==> src/rtl/rbc_pkg.sv <==
package rbc_pkg;

  typedef enum logic [2:0] {
    ST_IDLE,
    ST_ISSUE,
    ST_WAIT,
    ST_EVAL,
    ST_CENTER
  } rbc_state_e;

  // expected value of a data bit on a given beat of the readback burst
  function automatic logic exp_bit(input logic [7:0] pat, input int beat);
    return pat[beat % 8];
  endfunction

  // floor of the average of two codes, without losing the carry
  function automatic logic [15:0] mid_code(input logic [15:0] a, input logic [15:0] b);
    logic [16:0] s;
    s = {1'b0, a} + {1'b0, b};
    return s[16:1];
  endfunction

endpackage

==> src/rtl/rbc_sweep_seq.sv <==
module rbc_sweep_seq
  import rbc_pkg::*;
#(
  parameter int CODE_W = 7,
  parameter int BEATS  = 8,
  localparam int BEAT_W = (BEATS > 1) ? $clog2(BEATS) : 1
) (
  input  logic              clk,
  input  logic              rst_n,
  input  logic              start,
  input  logic              rd_valid,
  output logic              begin_run,
  output logic              issue,
  output logic              beat_we,
  output logic [BEAT_W-1:0] beat_idx,
  output logic              eval,
  output logic              load,
  output logic              active,
  output logic              done,
  output logic [CODE_W-1:0] code
);

  localparam logic [CODE_W-1:0] CODE_MAX  = {CODE_W{1'b1}};
  localparam logic [BEAT_W-1:0] BEAT_LAST = BEAT_W'(BEATS - 1);

  rbc_state_e        state_q;
  logic [CODE_W-1:0] code_q;
  logic [BEAT_W-1:0] beat_q;
  logic              done_q;

  always_ff @(posedge clk) begin
    if (!rst_n) begin
      state_q <= ST_IDLE;
      code_q  <= '0;
      beat_q  <= '0;
      done_q  <= 1'b0;
    end else begin
      done_q <= (state_q == ST_CENTER);
      unique case (state_q)
        ST_IDLE: begin
          if (start) begin
            state_q <= ST_ISSUE;
            code_q  <= '0;
          end
        end
        ST_ISSUE: begin
          state_q <= ST_WAIT;
          beat_q  <= '0;
        end
        ST_WAIT: begin
          if (rd_valid) begin
            beat_q <= beat_q + 1'b1;
            if (beat_q == BEAT_LAST) state_q <= ST_EVAL;
          end
        end
        ST_EVAL: begin
          if (code_q == CODE_MAX) begin
            state_q <= ST_CENTER;
          end else begin
            code_q  <= code_q + 1'b1;
            state_q <= ST_ISSUE;
          end
        end
        ST_CENTER: state_q <= ST_IDLE;
        default:   state_q <= ST_IDLE;
      endcase
    end
  end

  assign begin_run = (state_q == ST_IDLE) && start;
  assign issue     = (state_q == ST_ISSUE);
  assign beat_we   = (state_q == ST_WAIT) && rd_valid;
  assign beat_idx  = beat_q;
  assign eval      = (state_q == ST_EVAL);
  assign load      = (state_q == ST_CENTER);
  assign active    = (state_q != ST_IDLE);
  assign done      = done_q;
  assign code      = code_q;

endmodule

==> src/rtl/rbc_bit_track.sv <==
module rbc_bit_track
  import rbc_pkg::*;
#(
  parameter int          CODE_W  = 7,
  parameter int          BEATS   = 8,
  parameter logic [7:0]  PATTERN = 8'h55,
  localparam int BEAT_W = (BEATS > 1) ? $clog2(BEATS) : 1
) (
  input  logic              clk,
  input  logic              rst_n,
  input  logic              begin_run,
  input  logic              clr_acc,
  input  logic              beat_we,
  input  logic [BEAT_W-1:0] beat_idx,
  input  logic              dq,
  input  logic              eval,
  input  logic [CODE_W-1:0] code,
  output logic              pass_evt,
  output logic              none,
  output logic [CODE_W-1:0] centre
);

  logic              miss_q;
  logic              found_q;
  logic              closed_q;
  logic [CODE_W-1:0] first_q;
  logic [CODE_W-1:0] last_q;

  always_ff @(posedge clk) begin
    if (!rst_n) begin
      miss_q   <= 1'b0;
      found_q  <= 1'b0;
      closed_q <= 1'b0;
      first_q  <= '0;
      last_q   <= '0;
    end else begin
      if (begin_run) begin
        found_q  <= 1'b0;
        closed_q <= 1'b0;
        first_q  <= '0;
        last_q   <= '0;
      end else if (eval) begin
        if (!miss_q) begin
          if (!found_q) begin
            found_q <= 1'b1;
            first_q <= code;
            last_q  <= code;
          end else if (!closed_q) begin
            last_q <= code;
          end
        end else if (found_q) begin
          closed_q <= 1'b1;
        end
      end

      if (clr_acc)
        miss_q <= 1'b0;
      else if (beat_we && (dq != exp_bit(PATTERN, int'(beat_idx))))
        miss_q <= 1'b1;
    end
  end

  assign pass_evt = eval && !miss_q;
  assign none     = !found_q;
  assign centre   = found_q ? CODE_W'(mid_code(16'(first_q), 16'(last_q))) : '0;

endmodule

==> src/rtl/rbc_eye_center.sv <==
module rbc_eye_center #(
  parameter int         DQ_W    = 8,
  parameter int         CODE_W  = 7,
  parameter int         BEATS   = 8,
  parameter logic [7:0] PATTERN = 8'h55,
  localparam int BEAT_W = (BEATS > 1) ? $clog2(BEATS) : 1
) (
  input  logic                     clk,
  input  logic                     rst_n,
  input  logic                     start,
  output logic                     done,
  output logic                     mpr_sel,
  output logic                     rd_req,
  output logic [CODE_W-1:0]        sweep_code,
  input  logic                     rd_valid,
  input  logic [DQ_W-1:0]          rd_dq,
  output logic [DQ_W*CODE_W-1:0]   dly_code,
  output logic [DQ_W-1:0]          err_mask
);

  // internal events, named for the checker
  logic              begin_run;
  logic              issue_stb;
  logic              beat_we;
  logic [BEAT_W-1:0] beat_idx;
  logic              eval_stb;
  logic              load_stb;
  logic              active;
  logic [DQ_W-1:0]   pass_vec;
  logic [DQ_W-1:0]   none_vec;
  logic [DQ_W*CODE_W-1:0] centre_vec;

  logic [DQ_W*CODE_W-1:0] dly_q;
  logic [DQ_W-1:0]        err_q;

  rbc_sweep_seq #(
    .CODE_W (CODE_W),
    .BEATS  (BEATS)
  ) u_seq (
    .clk       (clk),
    .rst_n     (rst_n),
    .start     (start),
    .rd_valid  (rd_valid),
    .begin_run (begin_run),
    .issue     (issue_stb),
    .beat_we   (beat_we),
    .beat_idx  (beat_idx),
    .eval      (eval_stb),
    .load      (load_stb),
    .active    (active),
    .done      (done),
    .code      (sweep_code)
  );

  for (genvar gi = 0; gi < DQ_W; gi++) begin : g_bit
    rbc_bit_track #(
      .CODE_W  (CODE_W),
      .BEATS   (BEATS),
      .PATTERN (PATTERN)
    ) u_trk (
      .clk       (clk),
      .rst_n     (rst_n),
      .begin_run (begin_run),
      .clr_acc   (issue_stb),
      .beat_we   (beat_we),
      .beat_idx  (beat_idx),
      .dq        (rd_dq[gi]),
      .eval      (eval_stb),
      .code      (sweep_code),
      .pass_evt  (pass_vec[gi]),
      .none      (none_vec[gi]),
      .centre    (centre_vec[gi*CODE_W +: CODE_W])
    );
  end

  always_ff @(posedge clk) begin
    if (!rst_n) begin
      dly_q <= '0;
      err_q <= '0;
    end else if (load_stb) begin
      dly_q <= centre_vec;
      err_q <= none_vec;
    end
  end

  assign dly_code = dly_q;
  assign err_mask = err_q;
  assign mpr_sel  = active;
  assign rd_req   = issue_stb;

endmodule

==> config.mk <==
export PLATFORM = sky130hd
export DESIGN_NAME = rbc_eye_center
export DESIGN_NICKNAME = d
export VERILOG_FILES = /design/src/rtl/rbc_pkg.sv /design/src/rtl/rbc_sweep_seq.sv /design/src/rtl/rbc_bit_track.sv /design/src/rtl/rbc_eye_center.sv
export SDC_FILE = /design/constraint.sdc
export NUM_CORES = 1
export LEC_CHECK = 0
export BUFFER_PORTS_ARGS = -buffer_cell sky130_fd_sc_hd__buf_2
export CORE_MARGIN = 2
export CORE_UTILIZATION = 55
export DETAILED_ROUTE_END_ITERATION = 8
export GPL_TIMING_DRIVEN = 0
export PLACE_DENSITY = 0.74
export SKIP_LAST_GASP = 1
export SLEW_MARGIN = 10
export SYNTH_ARGS = -nofsm -noshare
export SYNTH_HDL_FRONTEND = slang
export SYNTH_HIERARCHICAL = 1
export SYNTH_SLANG_ARGS = --single-unit
==> constraint.sdc <==
create_clock -name clk -period 2.84 [get_ports clk]
set_input_delay 0.142 -clock clk [delete_from_list [all_inputs] [get_ports clk]]
set_output_delay 0.142 -clock clk [all_outputs]
set_load 0.02 [all_outputs]
==> results.cfg <==
[global_routing]
grt_pass1_wl_mm = 45.0
grt_overflow = 0
grt_max_degree = 31
antenna_found_initial = 0
grt_pass1_vias = 9138
grtUsageTotal = 0.248

[timing]
slew-limit-headroom = 0.220
layout_setup_ws_ns = 0.246
period_minus_slack_ns = 2.59
setup_viol = 0
hold_viol_final = 0
clock.fmax_mhz = 386
fin_crit_sh = 0.913
tns_ns = 0
rsz0062_at_grt = false
clock_skew_ns = 0.00865
worstMarginPinSlew_ns = 1.17
finalMaxSlewViolations = 0

[pwr]
total_leakage_power_nw = 4.77
p_int_w = 0.00513
p_seq_frac = 0.460
p_sw_frac = 0.222
ir_drop_v = 0.000366
p_clk_frac = 0.495
p_sw_w = 0.00146
power.combinational.fraction = 0.044
pwr_density_cell_nw_per_um2 = 514

[status]
status = finished clean

[setup_path]
endpoint_kind = register
critPathKind = register to register
r2r_setup_slack_ns = 0.25
cp-start-kind = register
crit_arrival_ns = 2.96
crit_required_ns = 3.21
crit_fanout = 10

[finish]
design_area_um2 = 12800
final_cell_mix = 214 x dfxtp_1, 150 x a21oi_1, 130 x o21ai_0
area_delta_synth_final_pct = 14.4
nNetsFinal = 1447
n_fill_cell = 1754
n_antenna_cell = 0
drive_gt1_frac = 0.141
mostFrequentLayoutCell = dfxtp_1

[clock_tree]
ctsHtreeMaxLevel = 1
cts_setup_buffers = 0
clkTransAtPathRegs_ns = 0.06
cts.path.max_buffers = 3
clock-sinks = 214
cts_tree = built
cts_inserted_buffers = 24
clock_latency_ns = 0.51
cts_root_buf = clkbuf_16

[routing]
drt-pass1-iter-count = 8
vias = 9771
vias_per_cell = 5.88
routed_wl_mm = 27.3
avgRoutedWirePerCell_um = 16.4
drcViolationCount = 0
ant_nets = 0
drtIter0Drc = 840

[yosys]
ys_ff_latch = 214
yosysTopAreaCellShare = 0.382
yosys_warnings = 6
synth_area_um2 = 11200
yosysSeqAreaShare = 0.382
synth-main-ff-cell = dfxtp_1
syn_avg_cell_area_um2 = 8.87
postSynthCellCount = 1264
synth_edf_count = 0
yosys-top-cells-area = dfxtp_1 38%, a21oi_1 6.7%, mux2i_1 5.8%
ys_types = 59
yosys.area.top_type = dfxtp_1
syn-num-nets = 1335
async_flop_share = 0

[floorplanning]
start_util = 0.558
dieHeight_um = 147
dieArea_um2 = 21500
boundaryPins = 86
die_w_um = 147
core-area_um2 = 20100
num_rows = 52

[worst_hold_path]
hold_path_class = input pin to register

[placement]
place_area_um2 = 12000
gp_congestion = 0.861
preCtsSetupSlack_ns = 0.319
numPortBuffers = 85
hpwl_mm = 18.1

[job]
maxCapViolCount = 0
[synthesized netlist by cell type, types with 10 or more instances]
cell type,n
nor2_1,33
clkbuf_1,25
inv_1,10
a21o_2,16
nor2b_1,66
nand2_1,91
a21oi_1,150
ha_1,51
nor3_1,18
a211oi_1,18
xnor2_1,16
and2_1,25
mux2i_1,65
nand2b_1,21
nand4_1,18
o21a_1,17
o21ai_1,16
a31oi_1,16
buf_8,12
nand3_1,61
o21ai_0,130
dfxtp_1,214
[worst paths after layout]
check | cells past startpoint | to | from
max | 6 | g_bit[4].u_trk/first_q[1]$_SDFFE_PP0P_ | u_seq/state_q[2]$_SDFFE_PN0P_
min reg2reg | 2 | g_bit[3].u_trk/first_q[3]$_SDFFE_PP0P_ | g_bit[3].u_trk/first_q[3]$_SDFFE_PP0P_
max reg2reg | 6 | g_bit[4].u_trk/first_q[1]$_SDFFE_PP0P_ | u_seq/state_q[2]$_SDFFE_PN0P_
min | 4 | g_bit[7].u_trk/miss_q$_SDFFE_PP0P_ | rd_dq[7]
[flip-flops by register name, indices dropped and copies added, names as in the netlist]
register and flops:
g_bit.u_trk/found_q 8, u_seq/done 1, err_mask 8, g_bit.u_trk/last_q 56, g_bit.u_trk/miss_q 8, dly_code 56
g_bit.u_trk/closed_q 8, u_seq/state_q 3, g_bit.u_trk/first_q 56, u_seq/code 7, u_seq/beat_idx 3
[critical path, cell delays in order (launching register included)]
cell and delay, ns:
dfxtp_1 0.31, clkbuf_1 0.21, nor3_1 0.93, nand2b_1 0.20
clkbuf_1 0.28, clkbuf_1 0.44, a21oi_1 0.09
[final cells by class]
class	instances	area, µm²	share of cell area
Inverter	19	71.3	0.00556
Clock inverter	9	125	0.00975
Sequential cell	214	4280	0.334
Timing Repair Buffer	86	435	0.0339
Buffer	59	409	0.0319
Clock buffer	33	716	0.0558
Multi-Input combinational cell	972	6450	0.503
Tap cell	270	338	0.0263
[kinds of logic after synthesis]
kind of cell,synth area share
and+or+nand+nor,0.229
muxes,0.0580
AOI/OAI and AO/OA,0.204
buffers and inverters,0.0428
DFF,0.382
adders and majority gates,0.0712
xor gates and xnor gates,0.0133
[through the flow]
stage	std cells	hold WS (ns)	power (W)	utilization
after global placement	1619	0.465	0.00338	0.596
after detailed placement	1619	0.473	0.00339	0.596
after floorplan	1264	0.308	0.00329	-
after global routing	1662	0.0538	0.00680	0.638
after CTS	1662	0.0000898	0.00664	0.638
final	1662	0.0206	0.00659	0.638
[layer usage]
layer  part of all wire  track usage  vias up
met3              0.065       0.0363       30
met1               0.45        0.342     4586
met5                  0            0        -
met2               0.47        0.418      301
met4              0.013       0.0456        0
li1                   -            -     4854
[what timing repair did]
action,CTS,global route
hold buffers,1,0
hold endpoints to repair,1,0
resized for setup,0,0
[power by group through the flow]
stage / clock [W] / sequential, W / combinational (W)
3_3_place_gp: 0 / 0.00310 / 0.000285
2_1_floorplan: 0 / 0.00309 / 0.000200
5_1_grt: 0.00345 / 0.00303 / 0.000321
3_5_place_dp: 0 / 0.00310 / 0.000287
4_1_cts: 0.00332 / 0.00303 / 0.000289
6_report: 0.00326 / 0.00303 / 0.000293
(Power assumes the default switching activity.)
